--- src/rtl/uart_dbuf_pkg.sv ---
package uart_dbuf_pkg;
  typedef enum logic [1:0] {ST_IDLE, ST_START, ST_DATA, ST_STOP} ser_state_e;
  localparam logic [1:0] ADDR_DATA = 2'd0;
  localparam logic [1:0] ADDR_STAT = 2'd1;
  localparam logic [1:0] ADDR_CTRL = 2'd2;
endpackage

--- src/rtl/uart_dbuf_tx.sv ---
module uart_dbuf_tx
  import uart_dbuf_pkg::*;
#(
  parameter int DATA_W = 8,
  parameter int OSR    = 16
) (
  input  logic              clk_i,
  input  logic              rst_ni,
  input  logic              tick_i,
  input  logic              en_i,
  input  logic              wr_i,
  input  logic [DATA_W-1:0] wdata_i,
  output logic              line_o,
  output logic              hold_empty_o,
  output logic              done_o
);
  localparam int CNT_W = $clog2(OSR);
  localparam int BIT_W = $clog2(DATA_W);
  localparam logic [CNT_W-1:0] CNT_LAST = CNT_W'(OSR - 1);
  localparam logic [BIT_W-1:0] BIT_LAST = BIT_W'(DATA_W - 1);

  ser_state_e        state_q;
  logic [CNT_W-1:0]  cnt_q;
  logic [BIT_W-1:0]  bit_q;
  logic [DATA_W-1:0] shift_q, hold_q;
  logic              hold_full_q, done_q;
  logic              wr_ok;

  assign wr_ok = wr_i && !hold_full_q;

  always_ff @(posedge clk_i or negedge rst_ni) begin
    if (!rst_ni) begin
      state_q     <= ST_IDLE;
      cnt_q       <= '0;
      bit_q       <= '0;
      shift_q     <= '0;
      hold_q      <= '0;
      hold_full_q <= 1'b0;
      done_q      <= 1'b1;
    end else begin
      if (wr_ok) begin
        hold_q      <= wdata_i;
        hold_full_q <= 1'b1;
        done_q      <= 1'b0;
      end
      if (state_q == ST_IDLE) begin
        if (en_i && hold_full_q) begin
          shift_q     <= hold_q;
          hold_full_q <= 1'b0;
          state_q     <= ST_START;
          cnt_q       <= '0;
        end
      end else if (!en_i) begin
        state_q <= ST_IDLE;
        cnt_q   <= '0;
      end else if (tick_i) begin
        cnt_q <= (cnt_q == CNT_LAST) ? '0 : cnt_q + 1'b1;
        if (cnt_q == CNT_LAST) begin
          unique case (state_q)
            ST_START: begin
              state_q <= ST_DATA;
              bit_q   <= '0;
            end
            ST_DATA: begin
              shift_q <= {1'b0, shift_q[DATA_W-1:1]};
              if (bit_q == BIT_LAST) state_q <= ST_STOP;
              else bit_q <= bit_q + 1'b1;
            end
            ST_STOP: begin
              if (hold_full_q) begin
                shift_q     <= hold_q;
                hold_full_q <= 1'b0;
                state_q     <= ST_START;
              end else begin
                state_q <= ST_IDLE;
                if (!wr_i) done_q <= 1'b1;
              end
            end
            default: state_q <= ST_IDLE;
          endcase
        end
      end
    end
  end

  always_comb begin
    unique case (state_q)
      ST_START: line_o = 1'b0;
      ST_DATA:  line_o = shift_q[0];
      default:  line_o = 1'b1;
    endcase
  end

  assign hold_empty_o = !hold_full_q;
  assign done_o       = done_q;

  // an idle enabled serializer takes the held character on the next edge
  a_r3_hold_drains: assert property (@(posedge clk_i) disable iff (!rst_ni)
    (hold_full_q && en_i && state_q == ST_IDLE) |=> !hold_full_q);
  // done never shows while a frame is on the line
  a_r4_done_idle_only: assert property (@(posedge clk_i) disable iff (!rst_ni)
    (state_q != ST_IDLE) |-> !done_q);
  // a frame always opens from the idle level
  a_r2_start_from_idle: assert property (@(posedge clk_i) disable iff (!rst_ni)
    ($past(state_q) == ST_IDLE && state_q == ST_START) |-> $past(line_o));
endmodule

--- src/rtl/uart_dbuf_rx.sv ---
module uart_dbuf_rx
  import uart_dbuf_pkg::*;
#(
  parameter int DATA_W = 8,
  parameter int OSR    = 16
) (
  input  logic              clk_i,
  input  logic              rst_ni,
  input  logic              tick_i,
  input  logic              en_i,
  input  logic              rxd_i,
  input  logic              pop_i,
  output logic [DATA_W-1:0] data_o,
  output logic              valid_o,
  output logic              ferr_o,
  output logic              ovr_o
);
  localparam int CNT_W = $clog2(OSR);
  localparam int BIT_W = $clog2(DATA_W);
  localparam logic [CNT_W-1:0] CNT_LAST = CNT_W'(OSR - 1);
  localparam logic [CNT_W-1:0] SMP_A    = CNT_W'(OSR / 2 - 1);
  localparam logic [CNT_W-1:0] SMP_B    = CNT_W'(OSR / 2);
  localparam logic [CNT_W-1:0] SMP_C    = CNT_W'(OSR / 2 + 1);
  localparam logic [BIT_W-1:0] BIT_LAST = BIT_W'(DATA_W - 1);

  logic              sync1_q, sync2_q;
  ser_state_e        state_q;
  logic [CNT_W-1:0]  cnt_q;
  logic [BIT_W-1:0]  bit_q;
  logic [DATA_W-1:0] shift_q;
  logic              vote_a_q, vote_b_q, maj;
  logic              at_vote, got_char;

  logic [DATA_W-1:0] hold_q, pend_q;
  logic              hold_full_q, pend_full_q, hold_fe_q, pend_fe_q, ovr_q;
  logic              pop_ok;

  always_ff @(posedge clk_i or negedge rst_ni) begin
    if (!rst_ni) begin
      sync1_q <= 1'b1;
      sync2_q <= 1'b1;
    end else begin
      sync1_q <= rxd_i;
      sync2_q <= sync1_q;
    end
  end

  assign maj      = (vote_a_q & vote_b_q) | (vote_a_q & sync2_q) | (vote_b_q & sync2_q);
  assign at_vote  = en_i && tick_i && (state_q != ST_IDLE) && (cnt_q == SMP_C);
  assign got_char = at_vote && (state_q == ST_STOP);

  always_ff @(posedge clk_i or negedge rst_ni) begin
    if (!rst_ni) begin
      state_q  <= ST_IDLE;
      cnt_q    <= '0;
      bit_q    <= '0;
      shift_q  <= '0;
      vote_a_q <= 1'b1;
      vote_b_q <= 1'b1;
    end else if (!en_i) begin
      state_q <= ST_IDLE;
      cnt_q   <= '0;
    end else if (tick_i) begin
      if (state_q == ST_IDLE) begin
        if (!sync2_q) begin
          state_q <= ST_START;
          cnt_q   <= CNT_W'(1);
        end
      end else begin
        cnt_q <= (cnt_q == CNT_LAST) ? '0 : cnt_q + 1'b1;
        if (cnt_q == SMP_A) vote_a_q <= sync2_q;
        if (cnt_q == SMP_B) vote_b_q <= sync2_q;
        if (cnt_q == SMP_C) begin
          unique case (state_q)
            ST_START: if (maj) state_q <= ST_IDLE;
            ST_DATA:  shift_q <= {maj, shift_q[DATA_W-1:1]};
            ST_STOP:  state_q <= ST_IDLE;
            default:  ;
          endcase
        end
        if (cnt_q == CNT_LAST) begin
          if (state_q == ST_START) begin
            state_q <= ST_DATA;
            bit_q   <= '0;
          end else if (state_q == ST_DATA) begin
            if (bit_q == BIT_LAST) state_q <= ST_STOP;
            else bit_q <= bit_q + 1'b1;
          end
        end
      end
    end
  end

  assign pop_ok = pop_i && hold_full_q;

  always_ff @(posedge clk_i or negedge rst_ni) begin
    if (!rst_ni) begin
      hold_q      <= '0;
      pend_q      <= '0;
      hold_full_q <= 1'b0;
      pend_full_q <= 1'b0;
      hold_fe_q   <= 1'b0;
      pend_fe_q   <= 1'b0;
      ovr_q       <= 1'b0;
    end else begin
      if (pop_ok) begin
        ovr_q <= 1'b0;
        if (pend_full_q) begin
          hold_q      <= pend_q;
          hold_fe_q   <= pend_fe_q;
          pend_full_q <= 1'b0;
        end else begin
          hold_full_q <= 1'b0;
          hold_fe_q   <= 1'b0;
        end
      end
      if (got_char) begin
        if (!hold_full_q || (pop_ok && !pend_full_q)) begin
          hold_q      <= shift_q;
          hold_full_q <= 1'b1;
          hold_fe_q   <= !maj;
        end else if (!pend_full_q || pop_ok) begin
          pend_q      <= shift_q;
          pend_full_q <= 1'b1;
          pend_fe_q   <= !maj;
        end else begin
          ovr_q <= 1'b1;
        end
      end
    end
  end

  assign data_o  = hold_q;
  assign valid_o = hold_full_q;
  assign ferr_o  = hold_fe_q;
  assign ovr_o   = ovr_q;

  // the back stage is only occupied behind a full front stage
  a_r6_pend_behind_hold: assert property (@(posedge clk_i) disable iff (!rst_ni)
    pend_full_q |-> hold_full_q);
  // a discarded character leaves both stages untouched
  a_r7_overrun_keeps_store: assert property (@(posedge clk_i) disable iff (!rst_ni)
    ($rose(ovr_q) && !$past(pop_ok)) |-> ($stable(hold_q) && $stable(pend_q)));
  // a frame error belongs to a held character
  a_r8_fe_with_char: assert property (@(posedge clk_i) disable iff (!rst_ni)
    hold_fe_q |-> hold_full_q);
  // a start bit voting high returns the receiver to idle
  a_r5_false_start: assert property (@(posedge clk_i) disable iff (!rst_ni)
    (at_vote && state_q == ST_START && maj) |=> (state_q == ST_IDLE));
endmodule

--- src/rtl/uart_dbuf.sv ---
module uart_dbuf
  import uart_dbuf_pkg::*;
#(
  parameter int DATA_W = 8,
  parameter int OSR    = 16
) (
  input  logic              clk_i,
  input  logic              rst_ni,
  input  logic              baud_tick_i,
  input  logic              bus_sel_i,
  input  logic              bus_we_i,
  input  logic [1:0]        bus_addr_i,
  input  logic [DATA_W-1:0] bus_wdata_i,
  output logic [DATA_W-1:0] bus_rdata_o,
  input  logic              rxd_i,
  output logic              txd_o,
  output logic              txd_oe_o
);
  logic tx_en_q, rx_en_q, loop_q;
  logic tx_wr, rx_pop, tx_line, tx_empty, tx_done;
  logic rx_src, rx_valid, rx_fe, rx_ovr;
  logic [DATA_W-1:0] rx_data;
  logic [DATA_W-1:0] stat_w, ctrl_w;
  logic unused_wdata;

  assign unused_wdata = ^bus_wdata_i[DATA_W-1:3];

  assign tx_wr  = bus_sel_i && bus_we_i && bus_addr_i == ADDR_DATA;
  assign rx_pop = bus_sel_i && !bus_we_i && bus_addr_i == ADDR_DATA;

  always_ff @(posedge clk_i or negedge rst_ni) begin
    if (!rst_ni) begin
      tx_en_q <= 1'b1;
      rx_en_q <= 1'b1;
      loop_q  <= 1'b0;
    end else if (bus_sel_i && bus_we_i && bus_addr_i == ADDR_CTRL) begin
      tx_en_q <= bus_wdata_i[0];
      rx_en_q <= bus_wdata_i[1];
      loop_q  <= bus_wdata_i[2];
    end
  end

  uart_dbuf_tx #(.DATA_W(DATA_W), .OSR(OSR)) u_tx (
    .clk_i        (clk_i),
    .rst_ni       (rst_ni),
    .tick_i       (baud_tick_i),
    .en_i         (tx_en_q),
    .wr_i         (tx_wr),
    .wdata_i      (bus_wdata_i),
    .line_o       (tx_line),
    .hold_empty_o (tx_empty),
    .done_o       (tx_done)
  );

  assign rx_src = loop_q ? tx_line : rxd_i;

  uart_dbuf_rx #(.DATA_W(DATA_W), .OSR(OSR)) u_rx (
    .clk_i   (clk_i),
    .rst_ni  (rst_ni),
    .tick_i  (baud_tick_i),
    .en_i    (rx_en_q),
    .rxd_i   (rx_src),
    .pop_i   (rx_pop),
    .data_o  (rx_data),
    .valid_o (rx_valid),
    .ferr_o  (rx_fe),
    .ovr_o   (rx_ovr)
  );

  assign txd_o    = (tx_en_q && !loop_q) ? tx_line : 1'b1;
  assign txd_oe_o = tx_en_q;

  assign stat_w = DATA_W'({rx_ovr, rx_fe, tx_done, tx_empty, rx_valid});
  assign ctrl_w = DATA_W'({loop_q, rx_en_q, tx_en_q});

  always_comb begin
    unique case (bus_addr_i)
      ADDR_DATA: bus_rdata_o = rx_data;
      ADDR_STAT: bus_rdata_o = stat_w;
      ADDR_CTRL: bus_rdata_o = ctrl_w;
      default:   bus_rdata_o = '0;
    endcase
  end

  // a write with the transmitter off sends nothing until it is re-enabled
  a_r9_tx_off_quiet: assert property (@(posedge clk_i) disable iff (!rst_ni)
    (!tx_en_q && $past(!tx_en_q)) |-> txd_o);
endmodule

--- config.mk ---
export PLATFORM = sky130hd
export DESIGN_NAME = uart_dbuf
export DESIGN_NICKNAME = d
export VERILOG_FILES = /design/src/rtl/uart_dbuf_pkg.sv /design/src/rtl/uart_dbuf_tx.sv /design/src/rtl/uart_dbuf_rx.sv /design/src/rtl/uart_dbuf.sv
export SDC_FILE = /design/constraint.sdc
export NUM_CORES = 1
export LEC_CHECK = 0
export ABC_AREA = 0
export CAP_MARGIN = 20
export CELL_PAD_IN_SITES_DETAIL_PLACEMENT = 1
export CELL_PAD_IN_SITES_GLOBAL_PLACEMENT = 2
export CORE_MARGIN = 4
export CORE_UTILIZATION = 39
export DETAILED_ROUTE_END_ITERATION = 16
export DONT_BUFFER_PORTS = 1
export PLACE_DENSITY = 0.76
export SYNTH_ARGS = -nofsm -noshare
export SYNTH_HDL_FRONTEND = slang
export SYNTH_HIERARCHICAL = 1
export SYNTH_SLANG_ARGS = --single-unit
--- constraint.sdc ---
create_clock -name clk_i -period 1.69 [get_ports clk_i]
set_input_delay 0.338 -clock clk_i [delete_from_list [all_inputs] [get_ports clk_i]]
set_output_delay 0.338 -clock clk_i [all_outputs]
set_load 0.02 [all_outputs]
==> summary.md, run 1 <==
| Metric | Value |
|---|---|
| Largest net degree at the start of global routing | 73 |
| Post-route ant nets | 0 |
| Reg-to-Reg End | u_rx/data_o[1] |
| Crit-path max cell delay | 0.41 ns |
| Worst setup margin | -0.0766 ns |
| Post-Syn Nets | 363 |
| CTS tree | built |
| Final Net Count | 434 |
| Ys Warns | 6 |
| Max Clock Freq | 0.566 GHz |
| Clock Skew | 0.0116 ns |
| Post-Synth Adder-Cell Area | 0.0604 |
| Via Count | 2850 |
| Routability congestion estimate | 0.778 |
| DIE HEIGHT | 108 um |
| CP max FO | 3 |
| Critical Path Start | u_tx/state_q[0] |
| IO Count | 26 |
| Core box area | 9730 um^2 |
| Final Hold Slack | -0.333 ns |
| Finish-stage setup viols | 13 |
| WS Path Type | reg -> out |
| Crit path launch type | flop |
| Failing checks | hold timing, setup timing |
| Initial DRT Pass Iterations | 4 |
| Ant. Diodes | 0 |
| Compound-Gate Fraction of Synth Area | 0.110 |
| Residual DRC | 0 |
| Num CTS Buffers | 9 |
| Placed Cells | 498 |
| Final hold violations | 72 |
| Crit-path cells | inv_2 -> ha_4 -> mux2i_1 -> nor2_1 -> nand2_2 |
| Part of the cycle the worst path needs | 1.05 |
| Vias in the first global route | 3041 |
| Slew @ Worst Pin | 0.577 ns |
| Hold WC Path Type | in -> async |
| Post-synthesis cell type count | 56 |
| Worst Path Required | 1.35 ns |
| Relative slew slack | 0.615 |
| Status | complete, but fails checks |
| Post-synth EDFFs | 0 |
| Detailed Route Iter0 Violations | 74 |
| Mapped cell area | 3900 um^2 |
| RR Startpoint | u_rx/state_q[1] |
| Placement row count | 36 |
| Wire per inst | 18.0 um |
| LEAKAGE | 0.00237 uW |
| Clock transition at the registers of the reported paths | 0.09 ns |
| Non-Filler Instances | 538 |
| Global-route wire length before repair | 15900 um |
| Largest family of logic cells by synthesized area | multiplexers |
| Reg2Reg Setup Slack | -0.02 ns |
| Max-Cap Viols | 0 |
| Crit path to | txd_o |
| Worst Path Buf+Inv | 1 |
| Cells after synthesis | 329 |
| Slowest CP cell | dfrtp_1 |
| WP data arrival | 1.43 ns |
| Starting density of the core | 0.400 |
| Initial antenna violation count | 0 |
| Layout cells sized above 1 | 0.472 |
| Overflow after GRT | 0 |
| Port buffer count | 0 |
| Clock Root Buffer | clkbuf_8 |
| Critical path depth | 5 |
| RSZ-0062 raised after global routing | true |
| Post-synth ARST share | 1.00 |
| Area grow syn2layout | 29.9% |
| Worst vdd ir | 712 uV |
| H-tree depth | 3 |
| Yosys reg bits | 72 |
| Xor and xnor area share after synthesis | 0.00225 |
| # clock sinks | 72 |
| Avg Inst Size Synth | 11.8 um^2 |
| Gr usage total | 0.177 |
| Cell family with most CP delay | flip-flops |
| Worst-skew pair later-pin latency | 0.36 ns |
| Simple-Gate Fraction of Synth Area | 0.141 |
| Chip Width | 108 um |
| PwrDens | 1090 nW/um^2 |
| Worst Setup End Kind | primary output |
| Final Max Slew Viols | 0 |
| CTS Buffer Depth | 2 |
| Mux cell area share after synthesis | 0.186 |
| R2r worst-path depth | 5 |
| Clock period minus worst slack | 1.77 ns |
| Post-synthesis sequential area ratio | 0.465 |
| Post-DP HPWL | 6380 um |
| Synth Flop Type | dfrtp_1 |
| Full die area | 11700 um^2 |
| Vias/cell | 5.30 |
| Routed WL | 9700 um |
synth_stat cells (all sizes together), types with 3 or more instances:
master | n | area (um^2)
a21oi | 8 | 40.0
a22o | 5 | 43.8
a31oi | 3 | 18.8
and2 | 5 | 31.3
and3 | 3 | 23.8
and3b | 4 | 35.0
buf | 11 | 78.8
dfrtp | 65 | 1630
dfstp | 7 | 184
ha | 18 | 225
inv | 14 | 52.6
mux2 | 49 | 563
mux2i | 16 | 160
nand2 | 21 | 78.8
nand2b | 5 | 31.3
nand3 | 13 | 65.1
nand3b | 4 | 30.0
nand4 | 4 | 55.1
nor2 | 7 | 33.8
nor2b | 8 | 52.6
o21ai | 18 | 90.1
o2bb2ai | 4 | 35.0
layer usage:
| metal | vias to the layer above | GRT usage | part of all wire |
|---|---|---|---|
| li1 | 1354 | - | - |
| met1 | 1460 | 0.222 | 0.44 |
| met2 | 27 | 0.303 | 0.52 |
| met3 | 9 | 0.0460 | 0.030 |
| met4 | 0 | 0.0478 | 0.0080 |
| met5 | - | 0 | 0 |
worst min path at each step:
stage                     startpoint               to  slack [ns]  depth (start not counted)
final                         rst_ni    u_rx/bit_q[0]       -0.33                          0
after global routing          rst_ni    u_rx/bit_q[0]       -0.37                          0
after CTS                     rst_ni  u_rx/state_q[1]       -0.35                          0
after detailed placement      rst_ni  u_rx/state_q[1]        0.05                          0
after global placement        rst_ni    u_rx/bit_q[1]        0.05                          0
after floorplan               rst_ni           loop_q        0.04                          0
metrics by stage:
step | total power, uW | setup WS, ns | cell area (um^2) | util | setup TNS, ns
final | 5530 | -0.0766 | 5060 | 0.520 | -0.260
after global routing | 5870 | -0.174 | 5060 | 0.520 | -1.60
after CTS | 5400 | -0.0920 | 4840 | 0.497 | -0.365
after detailed placement | 3720 | -0.122 | 4430 | 0.456 | -0.837
after global placement | 3650 | -0.0575 | 4430 | 0.456 | -0.540
after floorplan | 3140 | -0.0392 | 3970 | - | -0.378
cells in the final DEF, fill, tap and decap left out, drive strengths merged, types with 7 or more instances in the layout:
cell type / Yosys / final
dfrtp: 65 / 65
inv: 14 / 16
mux2: 49 / 49
ha: 18 / 18
nor2: 7 / 7
dfstp: 7 / 7
nand3: 13 / 13
nor2b: 8 / 8
nand2: 21 / 21
o21ai: 18 / 18
mux2i: 16 / 16
a21oi: 8 / 8
buf: 11 / 71
clkbuf: 2 / 9
layout make-up:
type	count	area [um^2]
multi-input combinational	232	2230
clock buffer	9	124
clock inverter	7	103
inverter	14	52.6
fill	1029	4670
sequential	72	1810
timing repair buffer	71	573
tap	133	166
logic make-up after synthesis:
family          count (synthesis)
buf+inv                        27
mux                            65
fa+ha+maj                      19
simple gates                   86
flops                          72
xor+xnor                        1
compound gates                 59
flip-flops by register name, summed over array words and instances, names as in the netlist, 4 cells and up, named ones only:
signal and flops:
u_rx/shift_q 8, u_tx/cnt_q 4, u_rx/cnt_q 4, u_rx/data_o 8
u_rx/pend_q 8, u_tx/shift_q 8, u_tx/hold_q 8
worst register-to-register path, cell delays in order, from the launching register on:
cell and delay [ns]:
dfrtp_1 0.39, inv_2 0.07, ha_4 0.16, and4b_4 0.45
o211ai_4 0.18, mux2_4 0.34
power by group:
group / switching, uW / internal, uW / total [uW]
sequential: 191 / 2010 / 2200
clock: 733 / 847 / 1580
combinational: 835 / 912 / 1750
what timing repair did:
item                       CTS  global route
setup buffers                9            12
pin swaps                    6             9
gates cloned                 2             1
setup endpoints to repair   25            45
hold endpoints to repair    72            72
gates resized for setup     22            34
Note: power is estimated with default switching activity, not from simulation.
==> inputs of run 2 (changes only) <==
Settings changed: CORE_ASPECT_RATIO from default to 1.5, SETUP_SLACK_MARGIN from default to 0.1.
==> summary.md, run 2 (synthesis results as in run 1) <==
| Metric | Value |
|---|---|
| Status | complete, but fails checks |
| Failing checks | hold timing, setup timing |
| CP max FO | 3 (unchanged) |
| Area of placed instances | 4440 um^2 (about the same) |
| Slew @ Worst Pin | 0.541 ns (-0.0365 ns) |
| Worst vdd ir | 1050 uV (+47%) |
| Reg-to-Reg End | u_tx/state_q[0] |
| DIE HEIGHT | 130 um (+21%) |
| Final Net Count | 439 (+1.2%) |
| Hold WC Path Type | in -> async |
| Global-route wire length before repair | 16500 um (+4.3%) |
| CTS tree | built |
| # clock sinks | 72 (unchanged) |
| Ant. Diodes | 0 (unchanged) |
| Detailed Route Iter0 Violations | 106 (+43%) |
| Starting density of the core | 0.400 (-0.000617) |
| Initial DRT Pass Iterations | 4 (unchanged) |
| Finish-stage setup viols | 27 (+14) |
| RSZ-0062 raised after global routing | true |
| Area grow syn2layout | 39.6% |
| Final Hold Slack | -0.306 ns (+0.0272 ns) |
| Clock Root Buffer | clkbuf_16 |
| Residual DRC | 0 (unchanged) |
| Gr usage total | 0.187 (+0.0104) |
| Post-route ant nets | 0 (unchanged) |
| Num CTS Buffers | 9 (unchanged) |
| H-tree depth | 3 (unchanged) |
| Overall power | 6470 uW (+17%) |
| Post-route cell area | 5440 um^2 (+7.4%) |
| WS Path Type | reg -> reg |
| LEAKAGE | 0.00250 uW (+5.7%) |
| Commonest non-fill, non-tap cell in the layout | dfrtp_1 |
| Largest net degree at the start of global routing | 73 (unchanged) |
| Port buffer count | 0 (unchanged) |
| Routed WL | 10700 um (+9.9%) |
| Clock transition at the registers of the reported paths | 0.06 ns (-0.03 ns) |
| Final Core Density | 0.558 (+0.0378) |
| RR Startpoint | u_tx/state_q[0] |
| WP data arrival | 2.00 ns (+0.57 ns) |
| Clock Skew | 0.00652 ns (-0.00513 ns) |
| Via Count | 2915 (+2.3%) |
| Vias/cell | 5.55 (+4.8%) |
| Clock period minus worst slack | 1.79 ns (+0.0257 ns) |
| Placement row count | 44 (+22%) |
| IO Count | 26 (unchanged) |
| Core box area | 9740 um^2 (+0.15%) |
| Worst-skew pair later-pin latency | 0.34 ns (-0.02 ns) |
| PwrDens | 1190 nW/um^2 (+8.9%) |
| Part of the cycle the worst path needs | 1.06 (+0.0152) |
| Most frequent cells in the layout | 61 x dfrtp_1, 58 x buf_4, 28 x mux2_2, 21 x mux2_4, 17 x nand2_1 |
| Post-DP HPWL | 6550 um (+2.6%) |
| Routability congestion estimate | 0.786 (+0.96%) |
| Full die area | 11700 um^2 (+0.29%) |
| Crit path launch type | flop |
| Worst Setup End Kind | flop |
| R2r worst-path depth | 8 (+3) |
| Max Clock Freq | 0.558 GHz (-1.4%) |
| Initial antenna violation count | 0 (unchanged) |
| CTS Buffer Depth | 2 (unchanged) |
| TNS Setup | -0.958 ns (-0.699 ns) |
| Relative slew slack | 0.639 (+0.0244) |
| Max-Cap Viols | 0 (unchanged) |
| Final Max Slew Viols | 0 (unchanged) |
| Final hold violations | 72 (unchanged) |
| Chip Width | 89.6 um (-17%) |
| Overflow after GRT | 0 (unchanged) |
| Reg2Reg Setup Slack | -0.10 ns (-0.08 ns) |
| Vias in the first global route | 3136 (+3.1%) |
| Worst Path Required | 1.90 ns (+0.55 ns) |
| Layout cells sized above 1 | 0.537 (+0.0650) |
| Wire per inst | 20.3 um (+13%) |
| # fillers | 973 (-5.4%) |
| Worst setup margin | -0.102 ns (-0.0257 ns) |
[run 2: cell count changes in the layout (fill, tap and decap cells not counted), sizes merged]
cell / previous run / this run
buf: 71 / 76
[run 2: what timing repair did]
| item | 4_1_cts | 5_1_grt |
|---|---|---|
| setup endpoints to repair | 43 | 59 |
| hold endpoints to repair | 72 | 72 |
| pin swaps | 15 | 22 |
| gates cloned | 2 | 0 |
| gates resized for setup | 56 | 42 |
| buffers inserted | 21 | 11 |
[run 2: worst max path at each step]
stage | start | end | slack (ns)
2_1_floorplan | bus_addr_i[0] | u_rx/data_o[0] | -0.04
3_3_place_gp | u_rx/bit_q[1] | u_rx/bit_q[0] | -0.05
3_5_place_dp | u_rx/bit_q[1] | u_rx/bit_q[1] | -0.10
4_1_cts | u_tx/state_q[0] | txd_o | -0.06
5_1_grt | u_tx/state_q[0] | u_tx/state_q[0] | -0.22
6_report | u_tx/state_q[0] | u_tx/state_q[0] | -0.10
[run 2: routing by layer]
metal	share of wire	GRT usage
met1	0.41	0.229
met2	0.55	0.322
met3	0.028	0.0445
met4	0.014	0.0587
met5	0	0
[run 2: through the flow]
step	cells	setup slack (ns)
global placement	475	-0.0507
global route	525	-0.222
CTS	514	-0.0589
detailed placement	475	-0.103
floorplan	329	-0.0389
finish	525	-0.102
[run 2: worst max-delay path, stage by stage (launching register included)]
cell     delay (ns)
dfrtp_1        0.41
buf_4          0.15
buf_4          0.12
ha_1           0.24
buf_4          0.17
nand3_1        0.10
o21ai_0        0.15
a21oi_1        0.20
mux2i_1        0.12
[run 2: final cells by class]
class | count | area [um^2] | area share
clock inverter | 7 | 103 | 0.0189
inverter | 14 | 52.6 | 0.00966
sequential | 72 | 1820 | 0.334
timing repair buffer | 76 | 668 | 0.123
multi-input combinational | 232 | 2430 | 0.447
tap | 115 | 144 | 0.0265
clock buffer | 9 | 225 | 0.0414
[run 2: report_power, final]
group,internal (uW),switching (uW),total (uW)
clock network,1310,791,2100
logic,1160,981,2150
registers,2010,208,2220
